<file path="src/rtl/ing_pkg.sv">
package ing_pkg;
  localparam int DATA_W  = 16;
  localparam int ADDR_W  = 5;
  localparam int OVR_BIT = 15;

  localparam logic [ADDR_W-1:0] A_CTRL   = 5'd0;
  localparam logic [ADDR_W-1:0] A_ENABLE = 5'd1;
  localparam logic [ADDR_W-1:0] A_STATUS = 5'd2;
  localparam logic [ADDR_W-1:0] A_IDXCLR = 5'd3;
  localparam logic [ADDR_W-1:0] A_NEST   = 5'd4;
  localparam int                PRIO_BASE = 8;
endpackage

</file>
<file path="src/rtl/ing_status.sv">
module ing_status #(
  parameter int NUM_SRC = 8
) (
  input  logic               clk,
  input  logic               rst_n,
  input  logic [NUM_SRC-1:0] sys_irq,
  input  logic [NUM_SRC-1:0] clr_mask,
  output logic [NUM_SRC-1:0] status
);
  logic [NUM_SRC-1:0] prev_q;
  logic [NUM_SRC-1:0] rise;

  // A new edge takes precedence over a clear in the same cycle.
  assign rise = sys_irq & ~prev_q;

  always_ff @(posedge clk or negedge rst_n) begin
    if (!rst_n) begin
      prev_q <= '0;
      status <= '0;
    end else begin
      prev_q <= sys_irq;
      status <= (status & ~clr_mask) | rise;
    end
  end
endmodule

</file>
<file path="src/rtl/ing_regs.sv">
module ing_regs
  import ing_pkg::*;
#(
  parameter int NUM_SRC = 8,
  parameter int PRIO_W  = 3,
  localparam int IDX_W  = (NUM_SRC > 1) ? $clog2(NUM_SRC) : 1
) (
  input  logic                      clk,
  input  logic                      rst_n,
  input  logic                      wr_en,
  input  logic [ADDR_W-1:0]         addr,
  input  logic [DATA_W-1:0]         wdata,
  output logic                      host_en,
  output logic [NUM_SRC-1:0]        enable,
  output logic [NUM_SRC*PRIO_W-1:0] prio_flat,
  output logic                      nest_ovr,
  output logic [PRIO_W-1:0]         nest_lvl,
  output logic [NUM_SRC-1:0]        clr_mask
);
  logic [NUM_SRC-1:0] idx_hit;

  always_ff @(posedge clk or negedge rst_n) begin
    if (!rst_n) begin
      host_en  <= 1'b0;
      enable   <= '0;
      nest_ovr <= 1'b0;
      nest_lvl <= '0;
    end else if (wr_en) begin
      if (addr == A_CTRL)   host_en <= wdata[0];
      if (addr == A_ENABLE) enable  <= wdata[NUM_SRC-1:0];
      if (addr == A_NEST) begin
        nest_ovr <= wdata[OVR_BIT];
        nest_lvl <= wdata[PRIO_W-1:0];
      end
    end
  end

  for (genvar i = 0; i < NUM_SRC; i++) begin : g_prio
    always_ff @(posedge clk or negedge rst_n) begin
      if (!rst_n)
        prio_flat[i*PRIO_W +: PRIO_W] <= '0;
      else if (wr_en && addr == ADDR_W'(PRIO_BASE + i))
        prio_flat[i*PRIO_W +: PRIO_W] <= wdata[PRIO_W-1:0];
    end
    assign idx_hit[i] = wr_en && (addr == A_IDXCLR) &&
                        (wdata == DATA_W'(i));
  end

  always_comb begin
    clr_mask = idx_hit;
    if (wr_en && addr == A_STATUS)
      clr_mask = clr_mask | wdata[NUM_SRC-1:0];
  end
endmodule

</file>
<file path="src/rtl/ing_pick.sv">
module ing_pick #(
  parameter int NUM_SRC = 8,
  parameter int PRIO_W  = 3,
  localparam int IDX_W  = (NUM_SRC > 1) ? $clog2(NUM_SRC) : 1
) (
  input  logic [NUM_SRC-1:0]        cand,
  input  logic [NUM_SRC*PRIO_W-1:0] prio_flat,
  output logic                      valid,
  output logic [IDX_W-1:0]          idx,
  output logic [PRIO_W-1:0]         prio
);
  logic [PRIO_W-1:0] p [NUM_SRC];

  for (genvar i = 0; i < NUM_SRC; i++) begin : g_unpack
    assign p[i] = prio_flat[i*PRIO_W +: PRIO_W];
  end

  // Strict less-than while scanning upward keeps the lowest index on ties.
  always_comb begin
    valid = 1'b0;
    idx   = '0;
    prio  = '1;
    for (int i = 0; i < NUM_SRC; i++) begin
      if (cand[i] && (!valid || p[i] < prio)) begin
        valid = 1'b1;
        idx   = IDX_W'(i);
        prio  = p[i];
      end
    end
  end
endmodule

</file>
<file path="src/rtl/intr_nest_gate.sv">
module intr_nest_gate
  import ing_pkg::*;
#(
  parameter int NUM_SRC = 8,
  parameter int PRIO_W  = 3,
  localparam int IDX_W  = (NUM_SRC > 1) ? $clog2(NUM_SRC) : 1
) (
  input  logic               clk,
  input  logic               rst_n,
  input  logic [NUM_SRC-1:0] sys_irq,
  input  logic               reg_wr_en,
  input  logic [ADDR_W-1:0]  reg_addr,
  input  logic [DATA_W-1:0]  reg_wdata,
  output logic [DATA_W-1:0]  reg_rdata,
  output logic               host_irq,
  output logic               active_valid,
  output logic [IDX_W-1:0]   active_idx,
  output logic [PRIO_W-1:0]  active_prio
);
  logic                      host_en;
  logic [NUM_SRC-1:0]        enable_q;
  logic [NUM_SRC-1:0]        status_q;
  logic [NUM_SRC-1:0]        clr_mask;
  logic [NUM_SRC*PRIO_W-1:0] prio_flat;
  logic                      nest_ovr;
  logic [PRIO_W-1:0]         nest_lvl;
  logic [PRIO_W:0]           gate_lvl;

  ing_regs #(.NUM_SRC(NUM_SRC), .PRIO_W(PRIO_W)) u_regs (
    .clk(clk), .rst_n(rst_n), .wr_en(reg_wr_en), .addr(reg_addr),
    .wdata(reg_wdata), .host_en(host_en), .enable(enable_q),
    .prio_flat(prio_flat), .nest_ovr(nest_ovr), .nest_lvl(nest_lvl),
    .clr_mask(clr_mask)
  );

  ing_status #(.NUM_SRC(NUM_SRC)) u_status (
    .clk(clk), .rst_n(rst_n), .sys_irq(sys_irq),
    .clr_mask(clr_mask), .status(status_q)
  );

  ing_pick #(.NUM_SRC(NUM_SRC), .PRIO_W(PRIO_W)) u_pick (
    .cand(status_q & enable_q), .prio_flat(prio_flat),
    .valid(active_valid), .idx(active_idx), .prio(active_prio)
  );

  // Without override the threshold sits above every priority: gate open.
  assign gate_lvl = nest_ovr ? {1'b0, nest_lvl} : {1'b1, {PRIO_W{1'b0}}};
  assign host_irq = host_en && active_valid && ({1'b0, active_prio} < gate_lvl);

  always_comb begin
    reg_rdata = '0;
    unique case (reg_addr)
      A_CTRL:   reg_rdata[0] = host_en;
      A_ENABLE: reg_rdata[NUM_SRC-1:0] = enable_q;
      A_STATUS: reg_rdata[NUM_SRC-1:0] = status_q;
      A_NEST: begin
        reg_rdata[OVR_BIT]     = nest_ovr;
        reg_rdata[PRIO_W-1:0]  = nest_ovr ? nest_lvl : active_prio;
      end
      default: begin
        for (int i = 0; i < NUM_SRC; i++)
          if (reg_addr == ADDR_W'(PRIO_BASE + i))
            reg_rdata[PRIO_W-1:0] = prio_flat[i*PRIO_W +: PRIO_W];
      end
    endcase
  end
endmodule

</file>
<file path="config.mk">
export PLATFORM = sky130hd
export DESIGN_NAME = intr_nest_gate
export DESIGN_NICKNAME = d
export VERILOG_FILES = /design/src/rtl/ing_pkg.sv /design/src/rtl/ing_status.sv /design/src/rtl/ing_regs.sv /design/src/rtl/ing_pick.sv /design/src/rtl/intr_nest_gate.sv
export SDC_FILE = /design/constraint.sdc
export NUM_CORES = 1
export LEC_CHECK = 0
export BUFFER_PORTS_ARGS = -buffer_cell sky130_fd_sc_hd__clkbuf_2
export CORE_ASPECT_RATIO = 1.75
export CORE_MARGIN = 2
export CORE_UTILIZATION = 45
export CTS_CLUSTER_DIAMETER = 60
export DETAILED_ROUTE_END_ITERATION = 10
export GPL_TIMING_DRIVEN = 0
export PLACE_DENSITY = 0.62
export SLEW_MARGIN = 10
export SYNTH_ARGS = -nofsm -noshare
export SYNTH_HDL_FRONTEND = slang
export SYNTH_SLANG_ARGS = --single-unit
</file>
<file path="constraint.sdc">
create_clock -name clk -period 10.1 [get_ports clk]
set_input_delay 0 -clock clk [delete_from_list [all_inputs] [get_ports clk]]
set_output_delay 0 -clock clk [all_outputs]
set_load 0.01 [all_outputs]
</file>
; ---- Word level (Yosys, flattened, before mapping)
; Index checks and enable logic that the tools add are counted.
[word_totals]
word_cells = 132
regBits = 53
mem_count = 0
latch_bits = 0
ramBits = 0
output_inout_bits = 24
romBits = 0
[classes]
div_mod_pow = 0
n_reduce_logical = 46
n_mux = 38
n_bitwise = 7
n_mul = 0
n_lt_le_gt_ge = 8
n_shift = 0
n_eq_ne = 19
addsub = 0
[op_table]
columns = op, count
row1 = == test 16 x 3 -> 1 bit (second input constant), 4
row2 = 2-to-1 mux 3 bit, 21
row3 = == test 5 x 4 -> 1 bit (second input constant), 8
row4 = == test 16 x 2 -> 1 bit (second input constant), 2
row5 = logical AND 1 bit, 27
row6 = AND 8 bit, 3
row7 = less-than comparator 3 bit, 7
row8 = == test 16 x 1 -> 1 bit (second input constant), 1
row9 = logical NOT 16 bit, 1
row10 = NOT 8 bit, 2
row11 = OR 8 bit, 2
row12 = == test 5 x 2 -> 1 bit (second input constant), 2
row13 = 2-to-1 mux 1 bit, 10
row14 = case mux 5 bit (2 select lines), 1
row15 = 2-to-1 mux 8 bit, 1
row16 = case mux 2 bit (4 select lines), 1
row17 = logical NOT 1 bit, 7
row18 = logical OR 1 bit, 7
row19 = AND reduction 2 bit, 3
row20 = == test 5 x 1 -> 1 bit (second input constant), 1
row21 = == test 5 x 3 -> 1 bit (second input constant), 1
row22 = logical NOT 5 bit, 1
row23 = less-than comparator 3 x 4 -> 1 bit, 1
row24 = 2-to-1 mux 2 bit, 2
row25 = other kinds (2), 2

; ---- Depth between registers and ports, before layout
; Gate-level depths: netlist (run 1).
[logic_depth]
depth_word = 32
mapped_depth = 51

; ---- Modules after synthesis
; A second synthesis (run 1) with hierarchy kept.
[unflattened]
hier_cells = 451
hier_area_um2 = 4256.6
[modules_own_cells]
columns = module, area_per_inst_um2, seq_area_each_um2, cells_each, n_inst
row1 = ing_regs, 1711.6, 925.9, 132, 1
row2 = ing_pick, 1228.7, 0.0, 177, 1
row3 = intr_nest_gate, 755.7, 0.0, 102, 1
row4 = ing_status, 560.5, 400.4, 40, 1

; ---- Least setup slack after synthesis (run 1)
; Ideal clock, no wire load.
[synth_path]
path_type = register to output
start = register u_status.status[0]
end = output host_irq
setup_slack_ps = 1019
arrival_time_ps = 9081
n_path_buf = 2
stages_incl_launch_ff = 48
t_required_ps = 10100
cell_sequence = dfrtp_1 -> buf_6 -> a21o_2 -> a311o_1 -> mux2_4 -> nor3_1 -> maj3_1 -> a211oi_1 -> a21oi_1 -> ha_1 -> nor2_1 -> o21ai_1 -> o41ai_1 -> a21oi_1 -> o21ai_0 -> o21ai_0 -> inv_1 -> ha_1 -> [12 not listed] -> buf_6 -> mux2i_1 -> ha_1 -> and2_1 -> a31o_1 -> and2b_1 -> mux2i_1 -> inv_1 -> ha_1 -> o21ai_0 -> a21oi_1 -> or2_2 -> o31ai_4 -> mux2_4 -> ha_1 -> o21ai_0 -> o211ai_1 -> nor2_1
[synth_via]
elab_chain_cells = 32
[synth_rtl]
columns = element, line_no
row1 = start: declaration, ing_status.sv:8  ; output logic [NUM_SRC-1:0] status
row2 = start signal: assignment, ing_status.sv:22  ; status <= (status & ~clr_mask) | rise;
row3 = AND 8 bit (*), intr_nest_gate.sv:42  ; .cand(status_q & enable_q), .prio_flat(prio_flat),
row4 = 2-to-1 mux 3 bit / 2-to-1 mux 1 bit (equally long branches), ing_pick.sv:24  ; if (cand[i] && (!valid || p[i] < prio)) begin
row5 = less-than comparator 3 bit / logical NOT 1 bit (equally long branches), ing_pick.sv:24
row6 = logical OR 1 bit, ing_pick.sv:24
row7 = logical AND 1 bit, ing_pick.sv:24
row8 = 2-to-1 mux 3 bit / 2-to-1 mux 1 bit (equally long branches), ing_pick.sv:24
row9 = less-than comparator 3 bit / logical NOT 1 bit (equally long branches), ing_pick.sv:24
row10 = logical OR 1 bit, ing_pick.sv:24
row11 = [17 not listed], -
row12 = 2-to-1 mux 3 bit / 2-to-1 mux 1 bit (equally long branches), ing_pick.sv:24
row13 = less-than comparator 3 bit / logical NOT 1 bit (equally long branches), ing_pick.sv:24
row14 = logical OR 1 bit, ing_pick.sv:24
row15 = logical AND 1 bit, ing_pick.sv:24
row16 = 2-to-1 mux 3 bit (*), ing_pick.sv:24
row17 = net active_prio[2], intr_nest_gate.sv:18  ; output logic [PRIO_W-1:0] active_prio
row18 = less-than comparator 3 x 4 -> 1 bit (*), intr_nest_gate.sv:48  ; assign host_irq = host_en && active_valid && ({1'b0, active_prio} < gate_lvl);
row19 = logical AND 1 bit (*), intr_nest_gate.sv:48
row20 = end: declaration, intr_nest_gate.sv:15  ; output logic host_irq,
; The timed path passes the listed nets; every way through them passes the cells marked *.

; ---- Worst setup path in the final report (run 1)
[layout_path]
start = register u_status.status[0]
end = output host_irq
[layout_via]
elab_chain_cells = 32
[layout_rtl]
columns = element, line_no
row1 = AND 8 bit (*), intr_nest_gate.sv:42
row2 = 2-to-1 mux 3 bit / 2-to-1 mux 1 bit (equally long branches), ing_pick.sv:24
row3 = less-than comparator 3 bit / logical NOT 1 bit (equally long branches), ing_pick.sv:24
row4 = logical OR 1 bit, ing_pick.sv:24
row5 = logical AND 1 bit, ing_pick.sv:24
row6 = 2-to-1 mux 3 bit / 2-to-1 mux 1 bit (equally long branches), ing_pick.sv:24
row7 = less-than comparator 3 bit / logical NOT 1 bit (equally long branches), ing_pick.sv:24
row8 = logical OR 1 bit, ing_pick.sv:24
row9 = [16 not listed], -
row10 = logical AND 1 bit, ing_pick.sv:24
row11 = 2-to-1 mux 3 bit / 2-to-1 mux 1 bit (equally long branches), ing_pick.sv:24
row12 = less-than comparator 3 bit / logical NOT 1 bit (equally long branches), ing_pick.sv:24
row13 = logical OR 1 bit, ing_pick.sv:24
row14 = logical AND 1 bit, ing_pick.sv:24
row15 = 2-to-1 mux 3 bit / 2-to-1 mux 1 bit (equally long branches), ing_pick.sv:24
row16 = less-than comparator 3 x 4 -> 1 bit / logical AND 1 bit (equally long branches), intr_nest_gate.sv:48
row17 = logical AND 1 bit (*), intr_nest_gate.sv:48
; Every way passes the cells marked *; elsewhere a longest branch is shown, timed or not.

==> flow_summary.ini, run 1 <==
[clocking]
tritoncts = yes
cts_buffer_depth = 2
root_buffer = clkbuf_16
clk_pin_slew_ns = 0.07
clkSinkCount = 53
insertion_delay_ns = 0.30
cts_made_buffers = 5
htreeDepth = 2

[timing]
hold_slack_ns = 0.00385
slew_viol_final = 0
setup_viol = 0
tightestPinTransition_ns = 1.01
finalCritPeriodShare = 0.965
skew_ns = 0.000339
fmax_ghz = 0.103
maxSlewHeadroom = 0.326
post-route-min-period_ns = 9.75
hold_viol_final = 0

[yosys]
synth.largest_area_cell = dfrtp_1
synthSimpleGateAreaFrac = 0.198
synth_top_flop_cell = dfrtp_1
synth_area_um2 = 3800
synth_top_family_by_area = compound AO/OA/AOI/OAI gates
synth_cell_types = 79
synth_compound_area_frac = 0.239
synth_xor_area_frac = 0
synth.ff_latch_count = 53
synthTopCellsByArea = dfrtp_1 35%, mux2_2 8.9%, nand2_1 5.5%, o21ai_0 3.6%, ha_1 3.0%
syn_avg_cell_area_um2 = 9.14
synth_top_area_frac = 0.349
yosys-mux-area-fraction = 0.119
synth_edf_count = 0
ys_seq_area_frac = 0.349
ys_warn_count = 0
syn_inst = 416
synthArstFlopShare = 1.00
synthAdderAreaFrac = 0.0323

[finish]
drive_above_1_share = 0.309
layout_commonest_cell = nand2_1
nFillCells = 739
area_growth_pct = 23.5
fin_util = 0.569
n_antenna_cell = 0
most-common-layout-cells = 55 x nand2_1, 53 x dfrtp_1, 44 x clkbuf_2
fin_cells = 593
nets = 541

[worst_setup_path]
crit_start = u_status.status[0]
slowest_delay_ns = 0.49
r2r_end = u_regs.prio_flat[13]
reg2reg_depth = 2
r2r_setup_slack_ns = 9.02
startpoint_type = flip-flop
cp.required_ns = 10.10
crit_fanout = 9
r2r_start = u_regs.prio_flat[13]
cpMostUsedCell = ha_1
worstSetupEndpointType = output port
crit_path_end = host_irq
worstSetupPathType = reg -> out
arrival_ns = 9.75
cp_slowest_cell = or4_1

[placement]
dp_cells = 559
place_congestion = 0.926
port_buffers = 45
hpwl_um = 8550

[route]
dr.pass1.iters = 4
vias = 3541
routed_wire_length_per_instance_um = 19.2
dr.first_iter.drc_count = 176
drc = 0
ant_nets = 0
vias_per_cell = 5.97
routed_wirelength_um = 11400

[die]
rows = 44
die_x_um = 73.5
coreArea_um2 = 8260
chipHeight_um = 126
io_pins = 56
start_util = 0.460
die-area_um2 = 9230

[power]
power-per-cell-area_nw_per_um2 = 230
vdd_drop_max_mv = 0.184
leakage_nw = 2.09
power.total_mw = 1.08

[worst_hold_path]
min_path_type = in -> reg

[grt]
antenna_found_initial = 0
grt_max_degree = 54
grt_pass1_wl_um = 18300
grtUsageTotal = 0.259
grt_overflow = 0
grt_pass1_vias = 3526

[outcome]
status = completed

[job]
cap_viol_max_count = 0
-- worst min path at each step --
stage	from	to	slack, ns	depth (start not counted)
3_3_place_gp	sys_irq[1]	u_status.prev_q[1]	0.12	1
3_5_place_dp	sys_irq[6]	u_status.prev_q[6]	0.12	1
2_1_floorplan	rst_n	u_regs.enable[0]	-0.30	0
4_1_cts	reg_wdata[0]	u_regs.prio_flat[12]	0.001	2
5_1_grt	reg_wdata[0]	u_regs.prio_flat[12]	0.02	2
6_report	reg_wdata[0]	u_regs.prio_flat[12]	0.004	2
-- critical path: cells and delay by family (launching register included) --
family | cells | cell delay (ns)
and+or+nand+nor | 10 | 2.02
AOI/OAI and AO/OA | 19 | 2.97
buffers and inverters | 7 | 0.70
DFF | 1 | 0.37
muxes | 6 | 1.69
adders and majority gates | 7 | 1.67
-- sequential cells by signal (all words and copies together) (netlist names) --
register and cells:
u_status.prev_q 8, u_regs.nest_ovr 1, u_regs.host_en 1, u_regs.nest_lvl 3, u_regs.prio_flat 24, u_status.status 8, u_regs.enable 8
-- power by group --
group / internal, mW / switching [mW]
clock: 0.126 / 0.0845
combinational: 0.272 / 0.309
sequential: 0.243 / 0.0461
-- stage by stage --
| stage | setup slack [ns] | setup TNS (ns) | instance area [um2] |
|---|---|---|---|
| 6_report | 0.349 | 0 | 4700 |
| 5_1_grt | -0.111 | -0.111 | 4700 |
| 4_1_cts | 0.0253 | 0 | 4540 |
| 3_5_place_dp | -0.0831 | -0.0831 | 4170 |
| 3_3_place_gp | 0.0585 | 0 | 4160 |
| 2_1_floorplan | 1.02 | 0 | 3820 |
-- kinds of logic after synthesis --
kind of cell / after synthesis
buffers and inverters: 45
adder cells (fa/ha/maj): 10
AND/OR/NAND/NOR: 147
multiplexers: 40
other: 1
flip-flops: 53
AO/OA/AOI/OAI: 120
-- cell usage after synthesis (3+ instances only) --
cell,count
clkbuf_1,10
mux2i_1,6
or4_1,3
ha_1,9
nand3_1,10
o22ai_1,4
a21boi_0,4
a22oi_1,10
a31oi_1,3
buf_4,7
or2_2,3
mux2_2,30
a22o_1,6
inv_1,23
dfrtp_1,53
nand2_1,56
buf_6,3
a21oi_1,15
o21ai_0,27
o21bai_1,4
nand2b_1,7
nor2_1,21
and2_1,5
nor3_1,16
or3_1,4
o211ai_1,4
a21o_1,3
-- metal layers --
metal	vias to the layer above	GRT usage	wire, um
met4	0	0.117	508
met3	35	0.0298	401
li1	1686	-	-
met5	-	0	0
met1	1708	0.305	4330
met2	112	0.455	6140
-- layout make-up --
cell class                      instances  area (um2)  area share
Inverter                               23        86.3      0.0184
Buffer                                 22         149      0.0317
Multi-Input combinational cell        324        2380       0.507
Clock buffer                            6         139      0.0296
Clock inverter                          2        41.3     0.00879
Tap cell                               92         115      0.0245
Timing Repair Buffer                   71         460      0.0981
Sequential cell                        53        1330       0.282
-- what timing repair did --
action,in CTS,in global routing
buffers inserted,1,10
endpoints found under the hold margin,75,0
pin swaps,0,9
hold buffers,15,0
gates resized for setup,8,21
endpoints found under the setup margin,1,4
(Power assumes the default switching activity.)
==> inputs of run 2 (changes only) <==
Settings changed: GPL_TIMING_DRIVEN 0 to default.
==> run 2 against run 1 <==
Sequential share of layout area rose by 1.1 points. Power fell by 3.9%. Clock skew rose by 0.0011 ns. Hold slack improved by 0.056 ns. Largest power group unchanged. Critical path type unchanged. Cell count fell by 3.4%. Clock power fell by 6%.
==> flow_summary.ini, run 2 (synthesis gave the netlist of run 1 again) <==
[die]
die_x_um = 73.5
start_util = 0.460
rows = 44
coreArea_um2 = 8260
io_pins = 56
chipHeight_um = 126
die-area_um2 = 9230

[power]
leakage_nw = 2.00
power-per-cell-area_nw_per_um2 = 229
power.total_mw = 1.04
vdd_drop_max_mv = 0.192

[clocking]
tritoncts = yes
clkSinkCount = 53
root_buffer = clkbuf_16
clk_pin_slew_ns = 0.07
insertion_delay_ns = 0.30
cts_buffer_depth = 2
cts_made_buffers = 5
htreeDepth = 2

[timing]
tightestPinTransition_ns = 0.700
post-route-min-period_ns = 9.72
finalCritPeriodShare = 0.963
setup_viol = 0
fmax_ghz = 0.103
final.setup.tns_ns = 0
maxSlewHeadroom = 0.533
hold_viol_final = 0
skew_ns = 0.00144
slew_viol_final = 0
hold_slack_ns = 0.0597

[route]
vias = 3515
routed_wirelength_um = 11700
ant_nets = 0
drc = 0
routed_wire_length_per_instance_um = 20.4
vias_per_cell = 6.13
dr.first_iter.drc_count = 198
dr.pass1.iters = 5

[grt]
grt_overflow = 0
grt_pass1_vias = 3631
grt_max_degree = 54
busiest_layer = met2
grt_pass1_wl_um = 18700
grt_use_met2 = 0.452
met1_usage = 0.293
grtUsageTotal = 0.266
antenna_found_initial = 0
use_met3 = 0.0355

[finish]
area_growth_pct = 19.1
drive_above_1_share = 0.299
most-common-layout-cells = 56 x nand2_1, 50 x dfrtp_1, 48 x clkbuf_2
nets = 522
n_antenna_cell = 0
largest_reg_flops = 24
fin_util = 0.548
layout_commonest_cell = nand2_1
final_area_um2 = 4530
regMostFlops = u_regs.prio_flat
nFillCells = 776

[worst_setup_path]
r2r_setup_slack_ns = 9.10
r2r_end = u_status.status[1]
cpMostUsedCell = ha_1
worstSetupPathType = reg -> out
r2r_start = u_status.status[1]
crit_fanout = 7
cp_slowest_cell = or4_1
cp.required_ns = 10.10
arrival_ns = 9.72
startpoint_type = flip-flop
reg2reg_depth = 3
slowest_delay_ns = 0.51
path_buf_inv = 5
critical-path-top-delay-family = compound AO/OA/AOI/OAI gates
worstSetupEndpointType = output port

[placement]
place_congestion = 0.884
placed_area_um2 = 4050
hpwl_um = 8830
port_buffers = 48

[worst_hold_path]
min_path_type = in -> reg
hp-start = reg_wdata[1]
hold_end = u_regs.prio_flat[13]
worstHoldPathCells = 2

[outcome]
status = completed

[job]
cap_viol_max_count = 0
## run 2: how the worst max path moves through the flow
stage	to	slack, ns	startpoint	depth (start not counted)
after global routing	host_irq	-0.08	u_regs.enable[1]	47
after CTS	host_irq	0.01	u_status.status[0]	46
final	host_irq	0.38	u_status.status[0]	47
after global placement	host_irq	0.25	u_status.status[0]	47
after floorplan	host_irq	1.02	u_status.status[0]	47
after detailed placement	host_irq	0.1	u_status.status[0]	46
## run 2: through the flow
| stage | setup WS [ns] | cells |
|---|---|---|
| after floorplan | 1.02 | 422 |
| after global placement | 0.255 | 543 |
| final | 0.378 | 573 |
| after detailed placement | 0.0990 | 543 |
| after global routing | -0.0828 | 573 |
| after CTS | 0.0144 | 565 |
## run 2: report_power, final
part | internal (mW) | total (mW) | switching, mW
clock network | 0.117 | 0.197 | 0.0807
registers | 0.243 | 0.294 | 0.0512
logic | 0.246 | 0.547 | 0.300
total | 0.606 | 1.04 | 0.432
## run 2: area by class of cell
class	instances	area (um2)	area share
flip-flops and latches	53	1330	0.294
well taps	92	115	0.0254
clock inverters	2	38.8	0.00857
inverters	23	86.3	0.0191
clock buffers	5	125	0.0276
repair buffers	74	473	0.105
multi-input cells	324	2360	0.521
## run 2: what timing repair did
action	CTS	global route
gates cloned	0	0
pin swaps	0	7
setup endpoints to repair	1	4
hold buffers	15	0
resized for setup	5	23
buffers inserted	0	8
endpoints found under the hold margin	75	0
## run 2: metal layers
layer,share of wire,vias to the layer above
li1,-,1652
met1,0.37,1684
met2,0.53,129
met3,0.044,50
met4,0.062,0
met5,0,-
==> inputs of run 3 (changes only) <==
Settings changed: RECOVER_POWER from default to 50.
==> run 3 against run 2 <==
The run now ends with max-capacitance violations, max-slew violations left. Clock skew grew 0.0010 ns. Clock power is essentially flat. Die area is the same. Critical endpoint unchanged.
==> flow_summary.ini, run 3 (synthesis gave the netlist of run 1 again) <==
[worst_setup_path]
critical-path-top-delay-family = compound AO/OA/AOI/OAI gates
crit_fanout = 7
cp.required_ns = 10.10
r2r_end = u_status.status[1]
reg2reg_depth = 3
startpoint_type = flip-flop
cpMostUsedCell = ha_1
worstSetupEndpointType = output port
slowest_delay_ns = 0.51
r2r_start = u_status.status[1]
cp_slowest_cell = or4_1
arrival_ns = 9.72
worstSetupPathType = reg -> out
r2r_setup_slack_ns = 9.09
path_buf_inv = 5

[route]
routed_wirelength_um = 11700
maxUsedRoutingLayer = met4
routed_wire_length_per_instance_um = 20.5
ant_nets = 0
vias = 3535
dr.first_iter.drc_count = 172
drc = 0
wl_met2_um = 6110
route.met3.wl_um = 571
dr.pass1.iters = 5
vias_per_cell = 6.17
wl_met1_um = 4270

[timing]
finalCritPeriodShare = 0.963
skew_ns = 0.00244
hold_viol_final = 0
fmax_ghz = 0.103
maxSlewHeadroom = -0.987
setup_viol = 0
post-route-min-period_ns = 9.72
tightestPinTransition_ns = 2.98
slew_viol_final = 54

[finish]
largest_reg_flops = 24
nFillCells = 779
drive_above_1_share = 0.287
most-common-layout-cells = 56 x nand2_1, 50 x dfrtp_1, 43 x clkbuf_2
final-seq-area_um2 = 1330
layout_commonest_cell = nand2_1
fin_util = 0.547
n_antenna_cell = 0
area_growth_pct = 18.8
nets = 522
multi_input_area_um2 = 2360
regMostFlops = u_regs.prio_flat

[job]
cap_viol_max_count = 1

[die]
chipHeight_um = 126
start_util = 0.460
coreArea_um2 = 8260
die-area_um2 = 9230
die_x_um = 73.5
rows = 44
io_pins = 56

[clocking]
clk_pin_slew_ns = 0.07
clkSinkCount = 53
cts_made_buffers = 5
tritoncts = yes
root_buffer = clkbuf_16
cts_buffer_depth = 2
insertion_delay_ns = 0.30
htreeDepth = 2

[worst_hold_path]
worstHoldPathCells = 2
hp-start = reg_wdata[1]
hold_end = u_regs.prio_flat[13]
min_path_type = in -> reg

[power]
clkPwrFrac = 0.190
switchingPower_mw = 0.431
pwr-share-seq = 0.283
power.total_mw = 1.04
power-per-cell-area_nw_per_um2 = 230
vdd_drop_max_mv = 0.192
internal_power_mw = 0.605
leakage_nw = 1.98
p_sw_frac = 0.416
p_comb_frac = 0.527

[grt]
antenna_found_initial = 0
grt_pass1_vias = 3631
grt_max_degree = 54
grt_pass1_wl_um = 18700
grtUsageTotal = 0.266
grt_overflow = 0

[placement]
hpwl_um = 8830
place_congestion = 0.884
port_buffers = 48

[outcome]
failed_checks = max-capacitance violations, max-slew violations
status = finished with violations
==> run 3: worst max-delay path by stage <==
| stage | slack (ns) | startpoint | cells after the start | endpoint |
|---|---|---|---|---|
| 6_report | 0.38 | u_status.status[0] | 47 | host_irq |
| 5_1_grt | -0.08 | u_regs.enable[1] | 47 | host_irq |
| 3_3_place_gp | 0.25 | u_status.status[0] | 47 | host_irq |
| 2_1_floorplan | 1.02 | u_status.status[0] | 47 | host_irq |
| 3_5_place_dp | 0.1 | u_status.status[0] | 46 | host_irq |
| 4_1_cts | 0.01 | u_status.status[0] | 46 | host_irq |
==> run 3: final cells by class <==
class,count,share of cell area
Multi-Input combinational cell,324,0.522
Inverter,23,0.0191
Sequential cell,53,0.295
Clock buffer,5,0.0277
Tap cell,92,0.0255
Timing Repair Buffer,74,0.103
Clock inverter,2,0.00859
==> run 3: routing by layer <==
layer | global-route usage | up-vias
met1 | 0.293 | 1684
met2 | 0.452 | 141
met5 | 0 | -
met4 | 0.184 | 0
met3 | 0.0355 | 53
li1 | - | 1657
==> run 3: repair_timing <==
item	CTS	global route
setup buffers	0	8
hold endpoints to repair	75	0
hold buffers	15	0
pin swaps	0	7
endpoints found under the setup margin	1	4
resized for setup	5	23
==> run 3: power by group through the flow <==
stage	clock [mW]	sequential [mW]	combinational, mW
after floorplan	0	0.271	0.371
after CTS	0.201	0.293	0.489
after detailed placement	0	0.297	0.480
after global routing	0.207	0.299	0.598
final	0.197	0.294	0.546
after global placement	0	0.296	0.471
==> run 3: per-stage QoR <==
stage | instances | setup slack [ns] | instance area, um2 | hold WS (ns) | setup TNS, ns
floorplan | 422 | 1.02 | 3820 | -0.296 | 0
global placement | 543 | 0.255 | 4050 | 0.123 | 0
detailed placement | 543 | 0.0990 | 4050 | 0.126 | 0
CTS | 565 | 0.0144 | 4370 | 0.0496 | 0
global route | 573 | -0.0828 | 4520 | 0.0575 | -0.0828
finish | 573 | 0.377 | 4520 | 0.0643 | 0
